==> src/rtl/fixed_vector_intc.sv <==
module fixed_vector_intc #(
  parameter int VBASE = 32,
  parameter int AW    = 13,
  parameter int DW    = 32
) (
  input  logic          clk,
  input  logic          rst_n,
  input  logic [31:0]   irq_lines,
  input  logic          bus_req,
  input  logic          bus_we,
  input  logic [AW-1:0] bus_addr,
  input  logic [DW-1:0] bus_wdata,
  output logic [DW-1:0] bus_rdata,
  output logic          cpu_irq,
  output logic [7:0]    cpu_vector,
  input  logic          cpu_ack
);
  localparam int NL = 32;
  localparam int LW = $clog2(NL);
  localparam logic [AW-1:0] A_TPR = AW'('h080);
  localparam logic [AW-1:0] A_PPR = AW'('h0A0);
  localparam logic [AW-1:0] A_EOI = AW'('h0B0);
  localparam logic [AW-1:0] A_ISR = AW'('h110);
  localparam logic [AW-1:0] A_IRR = AW'('h210);
  localparam logic [AW-1:0] A_SEL = AW'('h1000);
  localparam logic [AW-1:0] A_WIN = AW'('h1010);

  logic [NL-1:0] mask_q, lvl_q, pend_q, isr_q, prev_q;
  logic [NL-1:0] pend_d, isr_d, cand;
  logic [7:0]    tpr_q, ppr, top_vec, best_vec;
  logic [DW-1:0] sel_q;
  logic [LW-1:0] sel_line, top_isr, best;
  logic          sel_ok, isr_any, best_any, take, wr, eoi_wr;

  assign wr       = bus_req & bus_we;
  assign eoi_wr   = wr && (bus_addr == A_EOI);
  assign sel_line = {sel_q[6:5], sel_q[3:1]};
  assign sel_ok   = !sel_q[0] && !sel_q[4] && (sel_q[DW-1:7] == '0);
  assign cand     = pend_q & ~mask_q;

  always_comb begin
    top_isr  = '0;
    isr_any  = 1'b0;
    best     = '0;
    best_any = 1'b0;
    for (int i = 0; i < NL; i++) begin
      if (isr_q[i]) begin
        top_isr = LW'(i);
        isr_any = 1'b1;
      end
      if (cand[i]) begin
        best     = LW'(i);
        best_any = 1'b1;
      end
    end
  end

  assign top_vec    = isr_any ? 8'(top_isr) + 8'(VBASE) : 8'd0;
  assign ppr        = (top_vec > tpr_q) ? top_vec : tpr_q;
  assign best_vec   = 8'(best) + 8'(VBASE);
  assign cpu_irq    = best_any && (best_vec > ppr);
  assign cpu_vector = best_vec;
  assign take       = cpu_ack & cpu_irq;

  always_comb begin
    for (int i = 0; i < NL; i++)
      pend_d[i] = lvl_q[i] ? irq_lines[i] : (pend_q[i] | (irq_lines[i] & ~prev_q[i]));
    if (take) pend_d[best] = 1'b0;
    isr_d = isr_q;
    if (eoi_wr && isr_any) isr_d[top_isr] = 1'b0;
    if (take) isr_d[best] = 1'b1;
  end

  always_ff @(posedge clk or negedge rst_n) begin
    if (!rst_n) begin
      mask_q <= '1;
      lvl_q  <= '0;
      pend_q <= '0;
      isr_q  <= '0;
      prev_q <= '0;
      tpr_q  <= '0;
      sel_q  <= '0;
    end else begin
      prev_q <= irq_lines;
      pend_q <= pend_d;
      isr_q  <= isr_d;
      if (wr && bus_addr == A_TPR) tpr_q <= bus_wdata[7:0];
      if (wr && bus_addr == A_SEL) sel_q <= bus_wdata;
      if (wr && bus_addr == A_WIN && sel_ok) begin
        mask_q[sel_line] <= bus_wdata[16];
        lvl_q[sel_line]  <= bus_wdata[15];
      end
    end
  end

  always_comb begin
    bus_rdata = '0;
    if (bus_req && !bus_we) begin
      unique case (bus_addr)
        A_TPR:   bus_rdata = DW'(tpr_q);
        A_PPR:   bus_rdata = DW'(ppr);
        A_ISR:   bus_rdata = isr_q;
        A_IRR:   bus_rdata = pend_q;
        A_SEL:   bus_rdata = sel_q;
        A_WIN:   if (sel_ok) bus_rdata = DW'({mask_q[sel_line], lvl_q[sel_line]}) << 15;
        default: bus_rdata = '0;
      endcase
    end
  end
endmodule

==> config.mk <==
export PLATFORM = sky130hd
export DESIGN_NAME = fixed_vector_intc
export DESIGN_NICKNAME = d
export VERILOG_FILES = /design/src/rtl/fixed_vector_intc.sv
export SDC_FILE = /design/constraint.sdc
export NUM_CORES = 1
export LEC_CHECK = 0
export BUFFER_PORTS_ARGS = -buffer_cell sky130_fd_sc_hd__buf_2
export CORE_MARGIN = 5
export CORE_UTILIZATION = 25
export DETAILED_ROUTE_END_ITERATION = 7
export SLEW_MARGIN = 40
export SYNTH_ARGS = -nofsm -noshare
export SYNTH_HDL_FRONTEND = slang
export SYNTH_SLANG_ARGS = --single-unit
==> constraint.sdc <==
create_clock -name clk -period 13.72 [get_ports clk]
set_input_delay 2.744 -clock clk [delete_from_list [all_inputs] [get_ports clk]]
set_output_delay 2.744 -clock clk [all_outputs]
set_load 0.05 [all_outputs]
Yosys cells after proc, flatten, opt, wreduce, memory -nomap -nowiden
Cells that the tools add are included.

Register bits: 200. Input bits: 82. Output and inout bits: 41. Word-level logic and storage cells: 324.

Add/subtract/negate cells: 2. Order comparisons: 8. Equality and inequality tests: 7. Mux-type cells: 178. Bitwise gates (word level): 105. Reductions and logical operators: 17.

Operators with widths (count): 2-to-1 mux 5 bit (60); case mux 32 bit (6 select lines) (1); 2-to-1 mux 32 bit (4); 2-to-1 mux 1 bit (103); AND 32 bit (3); inverter 32 bit (3); bitwise mux 32 bit (2); equality test 13 x 8 -> 1 bit, second input constant (3); AND 1 bit (34); inverter 1 bit (32); OR 1 bit (32); OR 32 bit (1); equality test 13 bit, second input constant (2); logical NOT 25 bit (1); < comparator 5 x 6 -> 1 bit, second input constant (3); 2-to-1 mux 17 bit (1); greater-than comparator 7 x 8 -> 1 bit (2); demux 1 bit (select 5 bit) (3); greater-or-equal comparator 5 x 1 -> 1 bit, second input constant (3); adder 5 x 6 -> 7 bit, second input constant (2); equality test 13 x 10 -> 1 bit, second input constant (1); equality test 13 x 9 -> 1 bit, second input constant (1); logical AND 1 bit (13); binary-select mux 1 bit (select 5 bit) (2); 3 further kinds (5).

Logic depth before layout (Yosys ltp)
Word-level depth: 40. Gate-level depth with buffers: 24. Mapped depth without buffers: 21.

Least setup slack after synthesis
OpenSTA, ideal clock, no wires.

Path kind: input -> output. From: in bus_addr[1]. To: out bus_rdata[15]. Arrival time: 5.199 ns. Required time: 10.976 ns. Setup slack: 5.777 ns. Stages: 8. Buffers on the path: 1. Cells stage by stage: nor4_1 -> nor3b_1 -> nand3_1 -> nor3b_1 -> or4b_2 -> nand3b_1 -> clkbuf_1 -> a21oi_1.

Word-level cells in the longest chain between the ends: 3. Elaborated cells between the ends (all ways): 8. Those cells by class: eq/ne (6); mux (2).

Ends and longest elaborated chain: start, declared (RTL line 11) `input logic [AW-1:0] bus_addr,`; equality test 13 bit, or another cell as far along (RTL line 99) `unique case (bus_addr)`; case mux 32 bit (6 select lines) (*) (RTL line 99); 2-to-1 mux 32 bit (*) (RTL line 98) `if (bus_req && !bus_we) begin`; end, declared (RTL line 13) `output logic [DW-1:0] bus_rdata,`.

Mark *: on every way between the ends. The rest lies on a longest branch, timed or not.

Worst setup path after layout
From: in bus_addr[1]. To: out bus_rdata[12].

The elaborated chain is that of the path after synthesis.

==> impl_results.md <==
- Final hold violation count: 0
- Mapped Cells: between 1,000 and 1,500
- Net Sw Frac: a little under a third
- LEAKAGE: about 5.3 nW
- GRT Residual Overflow: 0
- First-pass GRT wire length: ~55,000 um
- Crit path max fanout: 33
- Clk pin slew, worst setup/hold paths: 0.07 ns
- Combinational share of power: 15.7%
- CP Buf/Inv Count: 4
- Floorplan core area: ~0.042 mm^2
- Register Area: between 0.005 and 0.006 mm^2
- WL/cell: 22.0 um
- Clock Sinks: 200
- Worst-Margin Slew: about 0.86 ns
- Post-Place Setup Slack: 5.30 ns
- Hpwl dp: 27,300 um
- Post-synth EDFFs: 0
- Internal: 897 uW
- Die Y-Extent: around 220 um
- Vias in the first global route: ~8,600
- Arr. time, crit path: 5.76 ns
- CTS root buffer: clkbuf_16
- Initial DRC count: about 1,400
- RePlAce Congestion: approximately 0.9
- # diodes: 0
- Vias: 8,731
- Share of post-route cells with drive strength above 1: just over 30%
- Yosys Warn Count: 0
- Final setup viols: 0
- GR Util All Layers: between 15 and 20%
- Seq pwr share: approximately 47%
- Async SR Flop Fraction: between 90% and 100%
- Post-route ant nets: 0
- DRT Wirelength: between 30,000 and 40,000 um
- # rows: 75
- Area Growth Syn to Fin: 16.7%
- Pwr Total: roughly 1.3 mW
- Die X: between 200 and 250 um
- PwrDens: roughly 110 mW/mm^2
- I/O pin count: between 100 and 150
- Crit path capture type: output pin
- Starting Density: roughly a quarter
- Worst slew margin: 42.5%
- Outcome: complete, no violations
- Clk buf depth: 2
- Skew-Pair Late Insertion Delay: roughly 0.45 ns
- Dominant synthesized flop cell: dfrtp_1
- Skew final: ~0.018 ns
- Initial antenna violation count: 3
- CTS tree: built
- Synth Register Bits: 200
- CP Class: primary input to output pin
- Largest net degree at the start of global routing: between 70 and 80
- Final Util: just under 30%
- Pre-Repair DR Iteration Count: 8
- Port-buffer cells: between 100 and 150
- Final worst path period need: 8.50 ns
- Vias per cell: about 5.3
- Required time of the critical path: between 10 and 15 ns
- # hold bufs at CTS: 0
- Mapped Area: around 0.011 mm^2
- Num CTS Buffers: 17
- Worst VDD drop: about 87 uV
- Worst path top cell family by delay: simple AND/OR/NAND/NOR gates
- Number of fillers in the final layout: about 4,300
- Hold Crit Class: register to register
- CP max-delay cell: buf_4
- Final net count: around 1,200
- Worst path cell trace: buf_2, nor4_1, nor3b_1, nand3_1, nor3b_2, buf_4, or4b_2, nand3b_1, buf_4, nor2_1, buf_2
- FMAX: ~120 MHz
- Mapped Avg Cell Area: ~10 um^2
- CTS H-tree depth: 4
- Multi-input logic area: ~0.0052 mm^2
- Crit path largest cell delay: 0.38 ns
- Seq/Total Area, Yosys: between 40% and 50%
- Drt drc: 0
- Pins Over Slew Limit: 0
- Die area: 0.0465 mm^2
- Sw Pwr: about 400 uW
- Setup TNS: 0 ns
- Total of max-cap violations: 0
- Setup slack after layout: approximately 5.2 ns
- Unrepaired setup endpoints after global routing: no
- Final period util: just over 60%
- Clock network power share: ~37%
- Type of origin of the critical path: primary input
- Count of cell types in the netlist: around 70
- # Post-CTS Setup Buffers: 0
- PostCTS Resize Cnt: 0
==> through the flow <==
stage          hold WS (ns)  std cells  area (um^2)
2_1_floorplan         0.479       1010        10600
3_3_place_gp          0.491       1630        11800
3_5_place_dp          0.500       1630        11800
4_1_cts               0.516       1662        12300
5_1_grt               0.541       1662        12300
6_report              0.512       1662        12300
==> synth_stat cells (all sizes together), types with 8 or more instances <==
cell	instances	area (um^2)
a222oi	32	320
inv	54	203
nor4	22	144
nor2b	24	165
mux4	16	360
o22ai	8	50.1
a2bb2oi	24	210
mux2	103	1160
buf	12	66.3
o31ai	9	67.6
or3	8	50.1
clkbuf	36	135
nand3	9	50.1
dfstp	32	841
nor2	70	283
o21ai	113	569
dfrtp	168	4200
nand2	65	244
ha	11	138
nor3	18	100
a21oi	30	150
nand2b	54	355
nand4	8	50.1
==> cell families after synthesis <==
logic type / after synthesis / share of synthesized area [%]
adder cells (fa/ha/maj): 11 / 1.30
AND/OR/NAND/NOR: 318 / 16.6
AO/OA/AOI/OAI: 252 / 15.7
other: 2 / 0.0710
buffers and inverters: 102 / 3.82
flip-flops: 200 / 47.7
multiplexers: 124 / 14.8
==> worst register-to-register path: stages, from the launching register on <==
cell and delay [ns]:
dfrtp_1 0.47, nor4_1 0.40, o311ai_0 0.22, a21oi_1 0.28
nor4_1 0.10, or3_1 0.44, ha_1 0.33, nand4_1 0.11
o221ai_1 0.15, a21oi_2 0.45, nor2_1 0.08, a21oi_1 0.20
ha_1 0.28, o21ai_0 0.16, a21oi_1 0.06, nor3_1 0.15
nor2_1 0.09, a21oi_1 0.47, nor3_1 0.19, o21ai_1 0.48
o21ai_0 0.16
==> power by group through the flow <==
stage                     clock (mW)  sequential, mW  combinational, mW
after detailed placement           0           0.622              0.202
after floorplan                    0           0.615              0.117
after CTS                      0.495           0.611              0.203
final                          0.485           0.611              0.204
after global routing           0.517           0.613              0.222
after global placement             0           0.622              0.201
==> cells in the final DEF, fill, tap and decap left out, types with 4 or more instances in the layout <==
cell type  count
dfrtp_1      167
buf_2        118
o21ai_0      106
mux2_2       103
nor2_1        63
nand2_1       62
inv_1         54
nand2b_1      51
a222oi_1      32
dfstp_2       32
a21oi_1       29
a2bb2oi_1     24
nor2b_1       22
nor4_1        21
clkbuf_16     17
mux4_2        16
nor3_1        15
ha_1          11
o31ai_1        9
nand4_1        8
or3_1          8
nand3_1        8
o22ai_1        8
buf_4          8
o31a_1         6
o21ai_1        6
nand3b_1       6
and2_1         5
mux2i_1        5
nor2_2         5
inv_6          5
o21a_1         4
or2_2          4
nor3b_1        4
==> layout make-up <==
type | instances | area share (%)
clock buffer | 19 | 3.59
clock inverter | 13 | 0.902
inverter | 54 | 1.64
multi-input combinational | 708 | 41.9
sequential | 200 | 40.9
tap | 539 | 5.46
timing repair buffer | 129 | 5.56
==> path summary, 6_finish.rpt <==
check | startpoint | endpoint | slack (ns) | cells past startpoint
worst max-delay path | bus_addr[1] | bus_rdata[12] | 5.22 | 11
worst min-delay path | tpr_q[3] | tpr_q[3] | 0.51 | 1
worst max register to register | isr_q[26] | isr_q[20] | 8.29 | 20
worst min register to register | tpr_q[3] | tpr_q[3] | 0.51 | 1
max in group asynchronous | rst_n | sel_q[1] | 10.34 | 2
min in group asynchronous | rst_n | prev_q[27] | 2.32 | 1
==> state kept, by name, summed over array words and instances (netlist names) <==
signal  cells
mask_q     32
sel_q      32
prev_q     32
isr_q      32
pend_q     32
tpr_q       8
lvl_q      32
==> routing by layer <==
layer,global-route usage [%],vias to the layer above,share of wire (%)
li1,-,3920,-
met1,21.3,4328,43
met4,4.74,6,2.9
met3,3.49,71,8.4
met5,0,-,0.12
met2,24.3,406,46
Note: power is estimated with default switching activity, not from simulation.
